$ cat src/rtl/i2c_cond_mon_pkg.sv
package i2c_cond_mon_pkg;
  localparam int unsigned EVT_W = 3;

  typedef enum logic [1:0] {
    EVT_START = 2'd0,
    EVT_STOP  = 2'd1,
    EVT_BYTE  = 2'd2
  } evt_idx_e;

  typedef struct packed {
    logic scl;
    logic sda;
  } line_s;
endpackage

$ cat src/rtl/i2c_line_edge.sv
module i2c_line_edge
  import i2c_cond_mon_pkg::*;
#(
  parameter logic IDLE_LVL = 1'b1
) (
  input  logic  clk_i,
  input  logic  rst_ni,
  input  logic  en_i,
  input  line_s line_i,
  output logic  start_det_o,
  output logic  stop_det_o
);
  line_s prev_q;

  // tracks lines always, so enabling reloads the history
  always_ff @(posedge clk_i or negedge rst_ni) begin
    if (!rst_ni) prev_q <= '{scl: IDLE_LVL, sda: IDLE_LVL};
    else         prev_q <= line_i;
  end

  logic scl_hi;
  assign scl_hi      = prev_q.scl & line_i.scl;
  assign start_det_o = en_i & scl_hi &  prev_q.sda & ~line_i.sda;
  assign stop_det_o  = en_i & scl_hi & ~prev_q.sda &  line_i.sda;

  a_r2_no_start_when_off: assert property (@(posedge clk_i) disable iff (!rst_ni)
    !en_i |-> !start_det_o && !stop_det_o);
  a_r9_scl_low_quiet: assert property (@(posedge clk_i) disable iff (!rst_ni)
    !line_i.scl |-> !start_det_o && !stop_det_o);
endmodule

$ cat src/rtl/i2c_cond_flags.sv
module i2c_cond_flags (
  input  logic clk_i,
  input  logic rst_ni,
  input  logic en_i,
  input  logic start_det_i,
  input  logic stop_det_i,
  output logic start_flag_o,
  output logic stop_flag_o
);
  logic start_q, stop_q;

  always_ff @(posedge clk_i or negedge rst_ni) begin
    if (!rst_ni) begin
      start_q <= 1'b0;
      stop_q  <= 1'b0;
    end else if (!en_i) begin
      start_q <= 1'b0;
      stop_q  <= 1'b0;
    end else if (start_det_i) begin
      start_q <= 1'b1;
      stop_q  <= 1'b0;
    end else if (stop_det_i) begin
      start_q <= 1'b0;
      stop_q  <= 1'b1;
    end
  end

  assign start_flag_o = start_q;
  assign stop_flag_o  = stop_q;

  a_r7_off_clears: assert property (@(posedge clk_i) disable iff (!rst_ni)
    !en_i |=> !start_flag_o && !stop_flag_o);
  a_r2_flags_exclusive: assert property (@(posedge clk_i) disable iff (!rst_ni)
    !(start_flag_o && stop_flag_o));
  a_r3_stop_sets: assert property (@(posedge clk_i) disable iff (!rst_ni)
    en_i && stop_det_i |=> stop_flag_o);
endmodule

$ cat src/rtl/i2c_evt_irq.sv
module i2c_evt_irq
  import i2c_cond_mon_pkg::*;
(
  input  logic             clk_i,
  input  logic             rst_ni,
  input  logic [EVT_W-1:0] evt_i,
  input  logic             clr_i,
  output logic             irq_o
);
  logic [EVT_W-1:0] evt_or;
  logic             irq_q;

  for (genvar g = 0; g < EVT_W; g++) begin : g_red
    if (g == 0) begin : g_first
      assign evt_or[g] = evt_i[g];
    end else begin : g_rest
      assign evt_or[g] = evt_or[g-1] | evt_i[g];
    end
  end

  // event wins over clear
  always_ff @(posedge clk_i or negedge rst_ni) begin
    if (!rst_ni)                irq_q <= 1'b0;
    else if (evt_or[EVT_W-1])   irq_q <= 1'b1;
    else if (clr_i)             irq_q <= 1'b0;
  end

  assign irq_o = irq_q;

  a_r5_event_sets: assert property (@(posedge clk_i) disable iff (!rst_ni)
    |evt_i |=> irq_o);
  a_r6_sticky: assert property (@(posedge clk_i) disable iff (!rst_ni)
    irq_o && !clr_i |=> irq_o);
  a_r6_no_spurious: assert property (@(posedge clk_i) disable iff (!rst_ni)
    !irq_o && !(|evt_i) |=> !irq_o);
endmodule

$ cat src/rtl/i2c_cond_mon.sv
module i2c_cond_mon
  import i2c_cond_mon_pkg::*;
#(
  parameter logic IDLE_LVL = 1'b1
) (
  input  logic clk_i,
  input  logic rst_ni,
  input  logic en_i,
  input  logic scl_i,
  input  logic sda_i,
  input  logic byte_done_i,
  input  logic irq_clr_i,
  output logic start_flag_o,
  output logic stop_flag_o,
  output logic bus_free_o,
  output logic irq_o
);
  line_s            line;
  logic             start_det, stop_det;
  logic [EVT_W-1:0] evt;

  assign line = '{scl: scl_i, sda: sda_i};

  i2c_line_edge #(.IDLE_LVL(IDLE_LVL)) i_edge (
    .clk_i       (clk_i),
    .rst_ni      (rst_ni),
    .en_i        (en_i),
    .line_i      (line),
    .start_det_o (start_det),
    .stop_det_o  (stop_det)
  );

  i2c_cond_flags i_flags (
    .clk_i        (clk_i),
    .rst_ni       (rst_ni),
    .en_i         (en_i),
    .start_det_i  (start_det),
    .stop_det_i   (stop_det),
    .start_flag_o (start_flag_o),
    .stop_flag_o  (stop_flag_o)
  );

  always_comb begin
    evt            = '0;
    evt[EVT_START] = start_det;
    evt[EVT_STOP]  = stop_det;
    evt[EVT_BYTE]  = byte_done_i & en_i;
  end

  i2c_evt_irq i_irq (
    .clk_i  (clk_i),
    .rst_ni (rst_ni),
    .evt_i  (evt),
    .clr_i  (irq_clr_i),
    .irq_o  (irq_o)
  );

  assign bus_free_o = stop_flag_o | ~start_flag_o;

  a_r4_start_busy: assert property (@(posedge clk_i) disable iff (!rst_ni)
    start_det |=> !bus_free_o);
  a_r4_stop_free: assert property (@(posedge clk_i) disable iff (!rst_ni)
    stop_det |=> bus_free_o);
endmodule

$ cat config.mk
export PLATFORM = sky130hd
export DESIGN_NAME = i2c_cond_mon
export DESIGN_NICKNAME = d
export VERILOG_FILES = /design/src/rtl/i2c_cond_mon_pkg.sv /design/src/rtl/i2c_line_edge.sv /design/src/rtl/i2c_cond_flags.sv /design/src/rtl/i2c_evt_irq.sv /design/src/rtl/i2c_cond_mon.sv
export SDC_FILE = /design/constraint.sdc
export NUM_CORES = 1
export LEC_CHECK = 0
export ABC_CLOCK_PERIOD_IN_PS = 2300
export BUFFER_PORTS_ARGS = -buffer_cell sky130_fd_sc_hd__buf_4
export CAP_MARGIN = 30
export CORE_AREA = 2 2 39 41
export DETAILED_ROUTE_END_ITERATION = 8
export DIE_AREA = 0 0 41 43
export GPL_ROUTABILITY_DRIVEN = 0
export PLACE_DENSITY = 0.44
export SLEW_MARGIN = 20
export SYNTH_ARGS = -nofsm -noshare
export SYNTH_HDL_FRONTEND = slang
export SYNTH_SLANG_ARGS = --single-unit
export TNS_END_PERCENT = 10
$ cat constraint.sdc
create_clock -name clk_i -period 2.3 [get_ports clk_i]
set_clock_uncertainty 0.05 [all_clocks]
set_input_delay 0.345 -clock clk_i [delete_from_list [all_inputs] [get_ports clk_i]]
set_output_delay 0.345 -clock clk_i [all_outputs]
set_load 0.005 [all_outputs]
## Word-level counts from Yosys, hierarchy flattened

Cells that the tools add are included.

- Eq/ne operators: 1
- Reductions and logical operators: 1
- Muxes and demuxes: 8
- Bitwise logic cells: 13

Operators by type and width:

| kind | number |
|---|---|
| $mux W1 | 8 |
| $and A1 B1 Y1 | 7 |
| $ne A3 B1 Y1 const B | 1 |
| $not A1 Y1 | 3 |
| $or A1 B1 Y1 | 3 |
| $reduce_bool A2 Y1 | 1 |

- Logic and storage cells: 28
- Bits of input ports: 7
- Register bits: 5
- Output and inout bits: 4

## Depth between registers and ports, before layout

- Depth in word-level cells: 7
- Depth in mapped cells: 2
- Depth with buffers taken out: 2

## By module

From an unflattened synthesis, not the netlist that was laid out.

- Cells, all modules: 17
- Area, all modules: 224.0 um^2

Modules (own cells, without submodules):

| module | times used | area an instance (um^2) | cells an instance | seq. area each (um^2) |
|---|---|---|---|---|
| i2c_line_edge | 1 | 87.6 | 5 | 52.6 |
| i2c_cond_flags | 1 | 80.1 | 6 | 50.0 |
| i2c_evt_irq | 1 | 43.8 | 4 | 25.0 |
| i2c_cond_mon | 1 | 12.5 | 2 | 0.0 |

## Least setup slack after synthesis

Ideal clock, no wire load.

- Path type: register to output
- Start point: reg i_flags.stop_q, in the netlist i_flags.stop_flag_o
- End point: out bus_free_o
- Path buffers: 0
- Arrival: 620 ps
- Stages on the path, launching flop included: 2
- Slack: 1,285 ps
- Required time: 1,905 ps
- Path through: dfrtp_1 -> or2b_1

- Longest elaborated chain between the ends: 1

Ends and longest elaborated chain:

| element | RTL line | source |
|---|---|---|
| from (decl) | i2c_cond_flags.sv:10 | `logic start_q, stop_q;` |
| from (signal assigned) | i2c_cond_flags.sv:15 | `stop_q <= 1'b0;` |
| from (signal assigned) | i2c_cond_flags.sv:18 | `stop_q <= 1'b0;` |
| from (signal assigned) | i2c_cond_flags.sv:21 | `stop_q <= 1'b0;` |
| $or A1 B1 Y1 | i2c_cond_mon.sv:58 | `assign bus_free_o = stop_flag_o \| ~start_flag_o;` |
| to (decl) | i2c_cond_mon.sv:15 | `output logic bus_free_o,` |

No other way between the ends.

## Final worst setup path

Same ends and word-level chain as after synthesis.

==> results.json <==
{
  "cpPeakStageDelay_ns": 0.40,
  "status": "complete, no violations",
  "multi_input_area_um2": 113,
  "synth-xor-area-share": 0.0359,
  "crit_family": "flip-flops",
  "synth_top_area_frac": 0.308,
  "setup.worst_path.end_class": "output port",
  "ant_nets": 0,
  "synth_nets": 28,
  "setup_viol": 0,
  "clock_sinks": 5,
  "synth_seq_cells": 5,
  "path_clk_slew_ns": 0.05,
  "insertion_delay_ns": 0.25,
  "fp.dieW_um": 41,
  "cap_violations": 0,
  "mostFrequentLayoutCell": "buf_4",
  "rsz0062_at_grt": "no",
  "p_leak_nw": 0.164,
  "holdPathStages": 1,
  "crit_cells": 2,
  "slew-limit-headroom": 0.839,
  "grt_pass1_wl_um": 924,
  "grt_antenna_before_repair": 0,
  "peakVddDrop_v": 0.000173,
  "wl_per_cell_um": 11.4,
  "rr_worst_depth": 2,
  "synthAdderAreaFrac": 0,
  "syn-cell-area_um2": 244,
  "grt_start_max_net_pins": 7,
  "area_growth_pct": 53.8,
  "hp-class": "input port to flip-flop",
  "numCtsBuffers": 3,
  "hold_viol_final": 0,
  "totalWireLength_um": 591,
  "n_antenna_cell": 0,
  "synth-compound-area-share": 0.200,
  "synth_area_per_cell_um2": 11.6,
  "cp_max_fo": 4,
  "arrival_ns": 1.00,
  "synth_top_area_cell": "dfrtp_1",
  "postCtsSetupRepairBufs": 0,
  "power_density_nw_per_um2": 666,
  "floorplan.die.height_um": 43,
  "grtUsageTotal": 0.0865,
  "drt-initial-drc-count": 0,
  "min_period_ns": 1.40,
  "io_pins": 11,
  "synth-simple-area-share": 0.226,
  "nFillCells": 156,
  "ctsResizeCount": 0,
  "worst_slew_pin_slew_ns": 0.241,
  "drv_slew": 0,
  "critPathSlowestCell": "dfrtp_1",
  "clockBufferDepth": 2,
  "grt_overflow": 0,
  "layout_common_cells": "buf_4 (10), nand2_1 (3), clkbuf_4 (3), dfrtp_1 (3)",
  "drtPass1Iterations": 1,
  "cts.htree.levels": 1,
  "grt_pass1_vias": 238,
  "ys.warnings.count": 0,
  "register_area_um2": 128,
  "seq_area_frac_synth": 0.523,
  "hold_buffers": 1,
  "ctsRootBufferMaster": "clkbuf_4",
  "synth_area_leaders": "dfrtp_1 (31%), dfstp_2 (22%), a41oi_2 (6.7%), or2b_1 (6.2%), nand2_1 (4.6%)",
  "synth_top_family_by_area": "simple AND/OR/NAND/NOR gates",
  "postSynthCellCount": 21,
  "period_share": 0.607,
  "die_area_um2": 1760,
  "drt-vias-per-instance": 4.12,
  "cp-start-kind": "flip-flop",
  "port_buffers": 10,
  "cp_num_buf_inv": 1,
  "cts_tree": "done",
  "fin_nets": 44,
  "max_freq_ghz": 0.716,
  "fp-row-count": 14,
  "layout-drive-gt1-share": 0.472,
  "vias": 214,
  "cp.required_ns": 1.90,
  "worstPathCellList": "or2b_1 -> buf_4",
  "drcViolationCount": 0,
  "fin_setup_tns_ns": 0,
  "path_class": "flip-flop to output port",
  "synthMuxAreaShare": 0,
  "core_um2": 1380,
  "synth_cell_type_count": 15,
  "fin_total_pwr_mw": 0.250,
  "start_util": 0.176
}
[final timing paths]
kind,end,slack (ns),startpoint
hold / removal,i_edge.prev_q[1]$_DFF_PN1_,0.19,scl_i
min in group asynchronous,i_flags.stop_flag_o$_DFFE_PN0P_,0.38,rst_ni
setup / recovery,bus_free_o,0.90,i_flags.stop_flag_o$_DFFE_PN0P_
max in group asynchronous,i_edge.prev_q[0]$_DFF_PN1_,1.61,rst_ni
setup reg to reg,i_flags.stop_flag_o$_DFFE_PN0P_,1.27,i_edge.prev_q[1]$_DFF_PN1_
hold reg to reg,i_irq.irq_o$_DFFE_PN0P_,0.47,i_irq.irq_o$_DFFE_PN0P_
[stage by stage]
| stage | instances | worst slack (ns) | util | hold slack [ns] | area [um2] |
|---|---|---|---|---|---|
| 6_report | 52 | 0.903 | 0.271 | 0.190 | 375 |
| 5_1_grt | 52 | 0.860 | 0.271 | 0.179 | 375 |
| 4_1_cts | 52 | 0.889 | 0.271 | 0.180 | 375 |
| 3_5_place_dp | 47 | 1.16 | 0.245 | 0.103 | 339 |
| 3_3_place_gp | 47 | 1.18 | 0.245 | 0.0999 | 339 |
| 2_1_floorplan | 21 | 1.28 | - | -0.000591 | 244 |
[layer usage]
metal,wire length [um],vias up,share of wire,global-route usage
li1,-,107,-,-
met1,284,92,0.48,0.107
met2,218,12,0.37,0.100
met3,64,3,0.11,0.0471
met4,24,0,0.041,0.0800
met5,0,-,0,0
[flip-flops by register name, indices dropped and copies added (netlist names)]
register	cells
i_edge.prev_q	2
i_flags.start_flag_o	1
i_flags.stop_flag_o	1
i_irq.irq_o	1
[Yosys cell counts (all sizes together)]
library cell,count
inv,1
or2b,2
dfstp,2
nand2,3
nand4b,1
o32ai,1
a41oi,1
nand2b,1
nand3,1
xnor2,1
and3b,1
a21bo,1
a31oi,1
dfrtp,3
o211ai,1
[cell families (layout without fill, tap and decap cells)]
group           count (synthesis)  in the layout
xor+xnor                        1              1
buf+inv                         1             16
simple gates                    9              9
compound gates                  5              5
flops                           5              5
[where the power goes]
group / switching [mW] / internal, mW / leakage, nW / total, mW
sequential: 0.00596 / 0.0964 / 0.0598 / 0.102
combinational: 0.0153 / 0.0259 / 0.0890 / 0.0412
clock: 0.0404 / 0.0659 / 0.0150 / 0.106
[layout make-up]
cell class | count | area share
tap | 16 | 0.0533
timing repair buffer | 11 | 0.227
inverter | 1 | 0.0100
clock buffer | 4 | 0.0700
multi-input combinational | 15 | 0.300
sequential | 5 | 0.340
(Power assumes the default switching activity.)
